==> src/rtl/exc_entry_pkg.sv <==
package exc_entry_pkg;
    localparam int SR_MD_BIT = 30;
    localparam int SR_RB_BIT = 29;
    localparam int SR_BL_BIT = 28;
    localparam int SR_FD_BIT = 15;
    localparam int SR_IM_LSB = 4;
    localparam int SR_IM_W   = 4;

    localparam logic [11:0] CODE_PWR_RST  = 12'h000;
    localparam logic [11:0] CODE_MAN_RST  = 12'h020;
    localparam logic [11:0] CODE_MULTI    = 12'h140;
    localparam logic [11:0] CODE_MISS_RD  = 12'h040;
    localparam logic [11:0] CODE_MISS_WR  = 12'h060;
    localparam logic [11:0] CODE_TRAP     = 12'h160;
    localparam logic [11:0] CODE_ESCAPE   = 12'h1E0;

    localparam logic [11:0] OFS_GENERAL = 12'h100;
    localparam logic [11:0] OFS_MISS    = 12'h400;
    localparam logic [11:0] OFS_IRQ     = 12'h600;

    typedef enum logic [1:0] {
        ENT_NONE = 2'd0,
        ENT_EXC  = 2'd1,
        ENT_IRQ  = 2'd2,
        ENT_RST  = 2'd3
    } entry_kind_e;
endpackage

==> src/rtl/exc_entry_arbiter.sv <==
module exc_entry_arbiter
    import exc_entry_pkg::*;
#(
    parameter int CODE_W = 12
) (
    input  logic              step_i,
    input  logic              exc_valid_i,
    input  logic [CODE_W-1:0] exc_code_i,
    input  logic              irq_req_i,
    input  logic              irq_vec_valid_i,
    input  logic              blocked_i,
    input  logic              sleep_i,
    input  logic              dslot_i,
    output entry_kind_e       kind_o
);
    logic irq_ok;

    always_comb begin
        irq_ok = irq_req_i && !dslot_i && (!blocked_i || sleep_i) && irq_vec_valid_i;
        kind_o = ENT_NONE;
        if (step_i) begin
            if (exc_valid_i) begin
                if (blocked_i && (exc_code_i != CODE_W'(CODE_ESCAPE)))
                    kind_o = ENT_RST;
                else
                    kind_o = ENT_EXC;
            end else if (irq_ok) begin
                kind_o = ENT_IRQ;
            end
        end
    end
endmodule

==> src/rtl/exc_entry_target.sv <==
module exc_entry_target
    import exc_entry_pkg::*;
#(
    parameter int          XLEN     = 32,
    parameter int          CODE_W   = 12,
    parameter logic [31:0] RESET_PC = 32'hA000_0000
) (
    input  entry_kind_e       kind_i,
    input  logic [CODE_W-1:0] exc_code_i,
    input  logic [XLEN-1:0]   sr_i,
    input  logic [XLEN-1:0]   pc_i,
    input  logic [XLEN-1:0]   vbr_i,
    input  logic              dslot_i,
    output logic [XLEN-1:0]   new_pc_o,
    output logic [XLEN-1:0]   new_sr_o,
    output logic [XLEN-1:0]   saved_pc_o
);
    logic reset_class, miss_class, trap;
    logic [XLEN-1:0] ofs;

    always_comb begin
        reset_class = (exc_code_i == CODE_W'(CODE_PWR_RST)) ||
                      (exc_code_i == CODE_W'(CODE_MAN_RST)) ||
                      (exc_code_i == CODE_W'(CODE_MULTI));
        miss_class  = (exc_code_i == CODE_W'(CODE_MISS_RD)) ||
                      (exc_code_i == CODE_W'(CODE_MISS_WR));
        trap        = (kind_i == ENT_EXC) && (exc_code_i == CODE_W'(CODE_TRAP));

        new_sr_o = sr_i;
        new_sr_o[SR_MD_BIT] = 1'b1;
        new_sr_o[SR_RB_BIT] = 1'b1;
        new_sr_o[SR_BL_BIT] = 1'b1;

        saved_pc_o = pc_i;
        if (dslot_i) saved_pc_o = saved_pc_o - XLEN'(2);
        if (trap)    saved_pc_o = saved_pc_o + XLEN'(2);

        if (kind_i == ENT_IRQ)  ofs = XLEN'(OFS_IRQ);
        else if (miss_class)    ofs = XLEN'(OFS_MISS);
        else                    ofs = XLEN'(OFS_GENERAL);
        new_pc_o = vbr_i + ofs;

        if ((kind_i == ENT_EXC) && reset_class) begin
            new_pc_o = XLEN'(RESET_PC);
            new_sr_o[SR_FD_BIT] = 1'b0;
            new_sr_o[SR_IM_LSB +: SR_IM_W] = '1;
        end
    end
endmodule

==> src/rtl/exc_entry_ctrl.sv <==
module exc_entry_ctrl
    import exc_entry_pkg::*;
#(
    parameter int          XLEN     = 32,
    parameter int          CODE_W   = 12,
    parameter logic [31:0] RESET_PC = 32'hA000_0000
) (
    input  logic              clk,
    input  logic              rst_n,
    input  logic              step_i,
    input  logic              exc_valid_i,
    input  logic [CODE_W-1:0] exc_code_i,
    input  logic              irq_req_i,
    output logic [3:0]        irq_level_o,
    input  logic              irq_vec_valid_i,
    input  logic [CODE_W-1:0] irq_vec_i,
    input  logic [XLEN-1:0]   sr_i,
    input  logic [XLEN-1:0]   pc_i,
    input  logic [XLEN-1:0]   r15_i,
    input  logic [XLEN-1:0]   vbr_i,
    input  logic              sleep_i,
    input  logic              dslot_i,
    output logic              take_o,
    output logic              reset_req_o,
    output logic              dslot_clr_o,
    output logic [XLEN-1:0]   pc_o,
    output logic [XLEN-1:0]   sr_o,
    output logic [XLEN-1:0]   ssr_o,
    output logic [XLEN-1:0]   spc_o,
    output logic [XLEN-1:0]   sgr_o,
    output logic [CODE_W-1:0] expevt_o,
    output logic [CODE_W-1:0] intevt_o
);
    typedef struct packed {
        logic              take;
        logic              rst_req;
        logic              dclr;
        logic [XLEN-1:0]   pc;
        logic [XLEN-1:0]   sr;
        logic [XLEN-1:0]   ssr;
        logic [XLEN-1:0]   spc;
        logic [XLEN-1:0]   sgr;
        logic [CODE_W-1:0] expevt;
        logic [CODE_W-1:0] intevt;
    } state_t;

    state_t      st_d, st_q;
    entry_kind_e kind;
    logic [XLEN-1:0] tgt_pc, tgt_sr, tgt_spc;

    assign irq_level_o = sr_i[SR_IM_LSB +: SR_IM_W];

    exc_entry_arbiter #(.CODE_W(CODE_W)) u_arb (
        .step_i          (step_i),
        .exc_valid_i     (exc_valid_i),
        .exc_code_i      (exc_code_i),
        .irq_req_i       (irq_req_i),
        .irq_vec_valid_i (irq_vec_valid_i),
        .blocked_i       (sr_i[SR_BL_BIT]),
        .sleep_i         (sleep_i),
        .dslot_i         (dslot_i),
        .kind_o          (kind)
    );

    exc_entry_target #(.XLEN(XLEN), .CODE_W(CODE_W), .RESET_PC(RESET_PC)) u_tgt (
        .kind_i     (kind),
        .exc_code_i (exc_code_i),
        .sr_i       (sr_i),
        .pc_i       (pc_i),
        .vbr_i      (vbr_i),
        .dslot_i    (dslot_i),
        .new_pc_o   (tgt_pc),
        .new_sr_o   (tgt_sr),
        .saved_pc_o (tgt_spc)
    );

    always_comb begin
        st_d         = st_q;
        st_d.take    = 1'b0;
        st_d.rst_req = 1'b0;
        st_d.dclr    = 1'b0;
        if (kind == ENT_RST) begin
            st_d.rst_req = 1'b1;
        end else if (kind != ENT_NONE) begin
            st_d.take = 1'b1;
            st_d.dclr = dslot_i;
            st_d.pc   = tgt_pc;
            st_d.sr   = tgt_sr;
            st_d.ssr  = sr_i;
            st_d.spc  = tgt_spc;
            st_d.sgr  = r15_i;
            if (kind == ENT_EXC) st_d.expevt = exc_code_i;
            else                 st_d.intevt = irq_vec_i;
        end
    end

    always_ff @(posedge clk or negedge rst_n) begin
        if (!rst_n) st_q <= '0;
        else        st_q <= st_d;
    end

    assign take_o      = st_q.take;
    assign reset_req_o = st_q.rst_req;
    assign dslot_clr_o = st_q.dclr;
    assign pc_o        = st_q.pc;
    assign sr_o        = st_q.sr;
    assign ssr_o       = st_q.ssr;
    assign spc_o       = st_q.spc;
    assign sgr_o       = st_q.sgr;
    assign expevt_o    = st_q.expevt;
    assign intevt_o    = st_q.intevt;

    assert_reset_quiet_R3: assert property (@(posedge clk) disable iff (!rst_n)
        reset_req_o |-> (!take_o && $stable(pc_o) && $stable(sr_o) && $stable(spc_o)));

    assert_block_escalates_R3: assert property (@(posedge clk) disable iff (!rst_n)
        (step_i && exc_valid_i && sr_i[SR_BL_BIT] && exc_code_i != CODE_W'(CODE_ESCAPE))
        |=> reset_req_o);

    assert_sr_bits_set_R6: assert property (@(posedge clk) disable iff (!rst_n)
        take_o |-> (sr_o[SR_MD_BIT] && sr_o[SR_RB_BIT] && sr_o[SR_BL_BIT]));

    assert_exc_priority_R2: assert property (@(posedge clk) disable iff (!rst_n)
        (step_i && exc_valid_i && irq_req_i) |=> $stable(intevt_o));

    assert_dslot_irq_blocked_R4: assert property (@(posedge clk) disable iff (!rst_n)
        (step_i && !exc_valid_i && dslot_i) |=> !take_o);

    assert_irq_target_R10: assert property (@(posedge clk) disable iff (!rst_n)
        (step_i && !exc_valid_i && irq_req_i && irq_vec_valid_i && !dslot_i && !sr_i[SR_BL_BIT])
        |=> (take_o && pc_o == $past(vbr_i) + XLEN'(OFS_IRQ) && intevt_o == $past(irq_vec_i)));

    assert_pulse_excl_R1: assert property (@(posedge clk) disable iff (!rst_n)
        $onehot0({take_o, reset_req_o}));
endmodule

==> config.mk <==
export PLATFORM = sky130hd
export DESIGN_NAME = exc_entry_ctrl
export DESIGN_NICKNAME = d
export VERILOG_FILES = /design/src/rtl/exc_entry_pkg.sv /design/src/rtl/exc_entry_arbiter.sv /design/src/rtl/exc_entry_target.sv /design/src/rtl/exc_entry_ctrl.sv
export SDC_FILE = /design/constraint.sdc
export NUM_CORES = 1
export LEC_CHECK = 0
export CORE_UTILIZATION = 42
export CTS_CLUSTER_SIZE = 12
export DETAILED_ROUTE_END_ITERATION = 10
export HOLD_SLACK_MARGIN = 0.08
export PLACE_DENSITY_LB_ADDON = 0.1
export SLEW_MARGIN = 15
export SYNTH_ARGS = -nofsm -noshare
export SYNTH_HDL_FRONTEND = slang
export SYNTH_HIERARCHICAL = 1
export SYNTH_SLANG_ARGS = --single-unit
==> constraint.sdc <==
create_clock -name clk -period 0.8 [get_ports clk]
set_input_delay 0.16 -clock clk [delete_from_list [all_inputs] [get_ports clk]]
set_output_delay 0.16 -clock clk [all_outputs]
set_load 0.05 [all_outputs]
## Yosys cells after proc, flatten, opt, wreduce, memory -nomap -nowiden

Cells that the tools add are included.
W data, S select, Z words.

- Multiply operators: 0
- Add/subtract/negate cells: 3
- Equality and inequality tests: 9
- Bitwise gates (word level): 2
- Reduce and logical (&&, ||, !) cells: 17
- Divide/modulo/power cells: 0
- Multiplexer cells: 18
- $lt $le $gt $ge: 0
- Shift-type cells: 0

Operators with widths:

| kind | count |
|---|---|
| $mux W185 | 2 |
| $mux W32 | 4 |
| $add A32 B2 Y32 const B | 1 |
| $add A32 B32 Y32 | 1 |
| $sub A32 B2 Y32 const B | 1 |
| $eq A12 B7 Y1 const B | 2 |
| $eq A12 B9 Y1 const B | 2 |
| $mux W12 | 2 |
| $eq A12 B6 Y1 const B | 1 |
| $logic_not A12 Y1 | 1 |
| $ne A12 B9 Y1 const B | 1 |
| $mux W11 | 1 |
| $mux W2 | 4 |
| $logic_and A1 B1 Y1 | 6 |
| $reduce_and A3 Y1 | 2 |
| $eq A2 B2 Y1 const B | 2 |
| $logic_or A1 B1 Y1 | 4 |
| $mux W1 | 4 |
| $mux W4 | 1 |
| $eq A2 B1 Y1 const B | 1 |
| $logic_not A1 Y1 | 2 |
| $not A1 Y1 | 2 |
| $reduce_and A2 Y1 | 1 |
| $reduce_bool A2 Y1 | 1 |

- Memories: 0
- Word-level logic and storage cells: 59
- Bits in read-only memories: 0
- Bits in writable memories: 0
- Input bits: 160
- Output and inout bits: 191
- Register bits after elaboration: 187
- Bits in latches: 0

## Logic depth before layout (Yosys ltp)

- Word-level depth: 13
- Gate-level depth with buffers: 16
- Mapped depth without buffers: 16

## By module

Netlist, hierarchy kept.

By module, submodules not included:

| module | sequential area each (µm²) | cells each | area each (µm²) | instances |
|---|---|---|---|---|
| exc_entry_ctrl | 4,679.5 | 402 | 7,397.1 | 1 |
| exc_entry_target | 0.0 | 404 | 2,687.6 | 1 |
| exc_entry_arbiter | 0.0 | 10 | 77.6 | 1 |

## Worst setup path after synthesis

No wires, ideal clock.

- Path type: input -> register
- Start point: input port pc_i[18]
- End point: register st_q (netlist bit spc_o[31])
- Setup time: 125 ps
- Arrival time: 2,890 ps
- Cell stages on the path: 10
- Buffers on the path: 1
- Required time: 675 ps
- Path slack: -2,215 ps
- Cell sequence: buf_6 > or4_4 > or4b_4 > or3_4 > or4_1 > nand2_1 > and4_1 > a32oi_1 > xnor2_1 > mux2_2

- Cells in the longest elaborated chain, start to end: 4

Ends and longest elaborated chain:

| element | RTL line | text |
|---|---|---|
| from (decl) | exc_entry_ctrl.sv:18 | `input logic [XLEN-1:0] pc_i,` |
| $sub A32 B2 Y32 | exc_entry_target.sv:35 | `if (dslot_i) saved_pc_o = saved_pc_o - XLEN'(2);` |
| $mux W32 * | exc_entry_target.sv:35 |  |
| $add A32 B2 Y32 | exc_entry_target.sv:36 | `if (trap) saved_pc_o = saved_pc_o + XLEN'(2);` |
| $mux W32 * | exc_entry_target.sv:36 |  |
| named net tgt_spc[31] | exc_entry_ctrl.sv:49 | `logic [XLEN-1:0] tgt_pc, tgt_sr, tgt_spc;` |
| to (signal assigned) | exc_entry_ctrl.sv:99 | `else st_q <= st_d;` |
| to (decl) | exc_entry_ctrl.sv:47 | `state_t st_d, st_q;` |

Mark *: on every way through the listed nets, which the timed path passes. The rest lies on a longest branch.
A chain may end at the register's enable or synchronous reset.

## Worst setup path in the final report

- Start point: input port exc_code_i[4]
- End point: register st_q (netlist bit pc_o[29])

- Cells in the longest elaborated chain, start to end: 9
- Elaborated cells on any way between the ends: 24
- Classes of those cells: add/sub: 1; eq/ne: 8; mux: 6; bitwise: 1; reduce/logical: 8

Ends and longest elaborated chain:

| element | RTL line | text |
|---|---|---|
| from (decl) | exc_entry_ctrl.sv:12 | `input logic [CODE_W-1:0] exc_code_i,` |
| $ne A12 B9 Y1 * | exc_entry_arbiter.sv:23 | `if (blocked_i && (exc_code_i != CODE_W'(CODE_ESCAPE)))` |
| $logic_and A1 B1 Y1 * | exc_entry_arbiter.sv:23 |  |
| $mux W2 * | exc_entry_arbiter.sv:23 |  |
| $mux W2 * | exc_entry_arbiter.sv:22 | `if (exc_valid_i) begin` |
| $mux W2 * | exc_entry_arbiter.sv:21 | `if (step_i) begin` |
| named net kind[1] | exc_entry_ctrl.sv:48 | `entry_kind_e kind;` |
| $eq A2 B2 Y1 | exc_entry_target.sv:38 | `if (kind_i == ENT_IRQ) ofs = XLEN'(OFS_IRQ);` |
| $mux W32 | exc_entry_target.sv:38 |  |
| $add A32 B32 Y32 | exc_entry_target.sv:41 | `new_pc_o = vbr_i + ofs;` |
| $mux W32 * | exc_entry_target.sv:43 | `if ((kind_i == ENT_EXC) && reset_class) begin` |
| named net tgt_pc[29] | exc_entry_ctrl.sv:49 |  |

Marked as above.

==> impl_metrics.ini <==
[global_route]
grt-ovfl-total = 0
grt_max_degree = 39
grt_antenna_before_repair = 2
grt_first_pass_wirelength_mm = 56.42
track_usage_pct = 30.42
grt_pass1_vias = 9843

[detailed_routing]
drtIter0Drc = 506
wl_mm = 43.16
postRouteAntennaNets = 0
wl_per_cell_um = 23.53
drc = 0
drt_pre_antenna_iters = 4
vias_per_cell = 5.294
vias = 9710

[sta]
finalSetupTns_ns = -313.84
rsz0062_at_grt = yes
fmax_mhz = 354.7
slew_viol_final = 0
hold_viol = 0
setup_slack_ns = -2.019
setup_violations = 375
skew_ns = 0
slew_headroom_pct = 63.11
period_share_pct = 352.4
worstMarginPinSlew_ns = 0.5515
fin_crit_ns = 2.819
whs_ns = 0.09454

[die]
die_height_um = 157.6
io_pins = 351
die_area_mm2 = 0.02482
rows = 56
die_w_um = 157.6
core-area_mm2 = 0.02361
start_util_pct = 43.04

[min_path]
holdCritPathClass = in2reg

[synthesis]
synth_cell_types = 68
yosysTopAreaCell = dfrtp_1
netlist_top_cells_area = dfrtp_1, mux2_4, mux2_2
syn_avg_cell_area_um2 = 12.45
async_reset_ff_share_pct = 100.0
syn-cell-area_mm2 = 0.01016
synth_edf_count = 0
synth_ff_type = dfrtp_1
ys_warn_count = 6
ys_seq_area_share_pct = 46.05
ys_ff_latch = 187
synth_cells = 816
synth.top_cell.area_share_pct = 46.05

[clocking]
cts_tree = built
clk-insertion-delay-late_ns = 0.42
cts_made_buffers = 17
cts_buffer_depth = 2
root_buffer = clkbuf_16
htreeDepth = 4
clock_sinks = 187
clk_pin_slew_worst_paths_ns = 0.08

[layout]
final_util_pct = 88.86
register_area_mm2 = 0.004684
layout.nets = 1670
drive_gt1_share_pct = 63.12
multiInputGateArea_mm2 = 0.006102
fillers = 941
syn_to_final_growth_pct = 106.5

[worst_setup_path]
cp_max_fo = 3
crit_required_ns = 1.12
endpoint_kind = register
worstSetupPathType = in2reg
crit_arrival_ns = 3.14
crit_path_start_kind = primary input

[power]
power_density_mw_per_mm2 = 2342
power.leakage_nw = 9.599
ir_worst_vdd_v = 0.001432
power_mw = 49.13

[place]
gp_congestion = 0.8664
place_hpwl_mm = 24.70
port_buffers = 350

[outcome]
status = finished with violations
failed_checks = setup timing

[run]
drv_cap = 0
-- cell usage after synthesis (3+ instances only) --
master	instances
dfrtp_1	187
mux2_4	100
mux2_2	86
nor2_1	51
xnor2_1	41
buf_4	33
nand2_1	29
nand3_1	28
xor2_1	24
nor3_1	18
nor2b_1	15
buf_6	14
buf_2	13
o21ai_0	13
inv_1	12
a21oi_1	11
nor4_1	10
clkbuf_1	9
ha_1	9
nand4_1	8
or4_1	8
or2_2	7
or3_1	7
and3_1	6
a31oi_1	5
mux2i_1	5
nand3b_1	4
o31ai_1	4
nand4b_1	3
nor3b_1	3
nor4_2	3
-- sequential cells by signal, summed over array words and instances, names as in the netlist --
signal / count
pc_o: 32
sgr_o: 32
spc_o: 32
sr_o: 32
ssr_o: 32
expevt_o: 12
intevt_o: 12
dslot_clr_o: 1
reset_req_o: 1
take_o: 1
-- power by group --
| part | internal [mW] | switching [mW] | total [mW] | leakage, nW |
|---|---|---|---|---|
| clock | 4.29 | 4.62 | 8.91 | 0.298 |
| combinational | 14.3 | 12.0 | 26.3 | 7.11 |
| sequential | 11.4 | 2.47 | 13.9 | 2.19 |
-- layout make-up --
cell class | instances | share of cell area, %
antenna | 2 | 0.02385
clock buffer | 17 | 2.027
clock inverter | 15 | 0.9123
inverter | 12 | 0.2385
multi-input combinational | 548 | 29.08
sequential | 187 | 22.33
tap | 319 | 1.902
timing repair buffer | 734 | 43.49
-- cell families (layout without fill, tap and decap cells) --
logic type                 Yosys count  after routing  share of synthesized area [%]
adders and majority gates           10             10                          1.305
buffers and inverters               83            778                          5.479
DFF                                187            187                          46.05
muxes                              191            191                          24.80
AOI/OAI and AO/OA                   49             49                          3.251
and+or+nand+nor                    230            230                          13.48
other                                1              5                        0.03690
xor gates and xnor gates            65             65                          5.602
-- timing repair --
action / 4_1_cts / 5_1_grt
gates resized for setup: 215 / 92
endpoints found under the hold margin: 189 / 1
pin swaps: 83 / 63
hold buffers: 1 / 1
setup endpoints to repair: 378 / 375
gates cloned: 13 / 2
buffers inserted: 115 / 78
-- final timing paths --
check                                       from                      end  slack, ns  cells after the start
max in group asynchronous                  rst_n  expevt_o[0]$_DFFE_PN0P_       0.13                      3
max                                exc_code_i[4]     pc_o[29]$_DFFE_PN0P_      -2.02                     18
min reg2reg                sgr_o[27]$_DFFE_PN0P_    sgr_o[27]$_DFFE_PN0P_       0.58                      1
min                                exc_code_i[7]  expevt_o[7]$_DFFE_PN0P_       0.09                      3
max reg2reg                 pc_o[20]$_DFFE_PN0P_     pc_o[20]$_DFFE_PN0P_      -0.31                      3
min in group asynchronous                  rst_n     sgr_o[6]$_DFFE_PN0P_       0.15                      2
-- cell usage in the layout, fill, tap and decap left out, drive strengths merged, types with 4 or more instances in the layout --
cell type	instances
mux2i	5
and3	8
xor2	24
xnor2	41
o31ai	4
mux2	186
nand3	29
o21ai	14
inv	19
clkdlybuf4s50	124
or4	10
nand4	8
clkdlybuf4s15	9
clkbuf	22
nand3b	4
buf	580
dfrtp	187
a21oi	11
clkinv	8
nor2b	15
nor2	51
nor4	15
nor3	20
nand2	30
dlygate4sd2	14
a31oi	5
ha	9
or2	7
or3	8
-- layer usage --
metal	share of wire (%)	routed length, µm	global-route usage, %	up-vias
li1	-	-	-	4245
met1	36	15650	34.06	4878
met2	52	22550	55.46	452
met3	6.7	2885	6.773	135
met4	4.8	2068	12.48	0
met5	0	0	0	-
-- worst max-delay path, cell delays in order --
cell and delay [ns]:
dlygate4sd2_1 0.27, nor4_1 0.28, buf_4 0.16, a41oi_2 0.10, buf_4 0.18, inv_4 0.06, buf_6 0.09, nor2_4 0.03
ha_4 0.26, a21o_1 0.13, a21oi_2 0.08, nor3_2 0.20, nand4_1 0.21, nor2_2 0.22, nand3_1 0.12, xor2_1 0.18
o21ai_1 0.11, mux2_4 0.28
-- through the flow --
stage | std cells | area, µm² | worst slack, ns
after CTS | 1767 | 20070 | -1.939
after global placement | 1610 | 17580 | -2.612
after global routing | 1834 | 20980 | -2.092
final | 1834 | 20980 | -2.019
after floorplan | 818 | 10800 | -2.187
after detailed placement | 1610 | 17580 | -2.688
No activity file was read; power rests on OpenSTA's default activity.
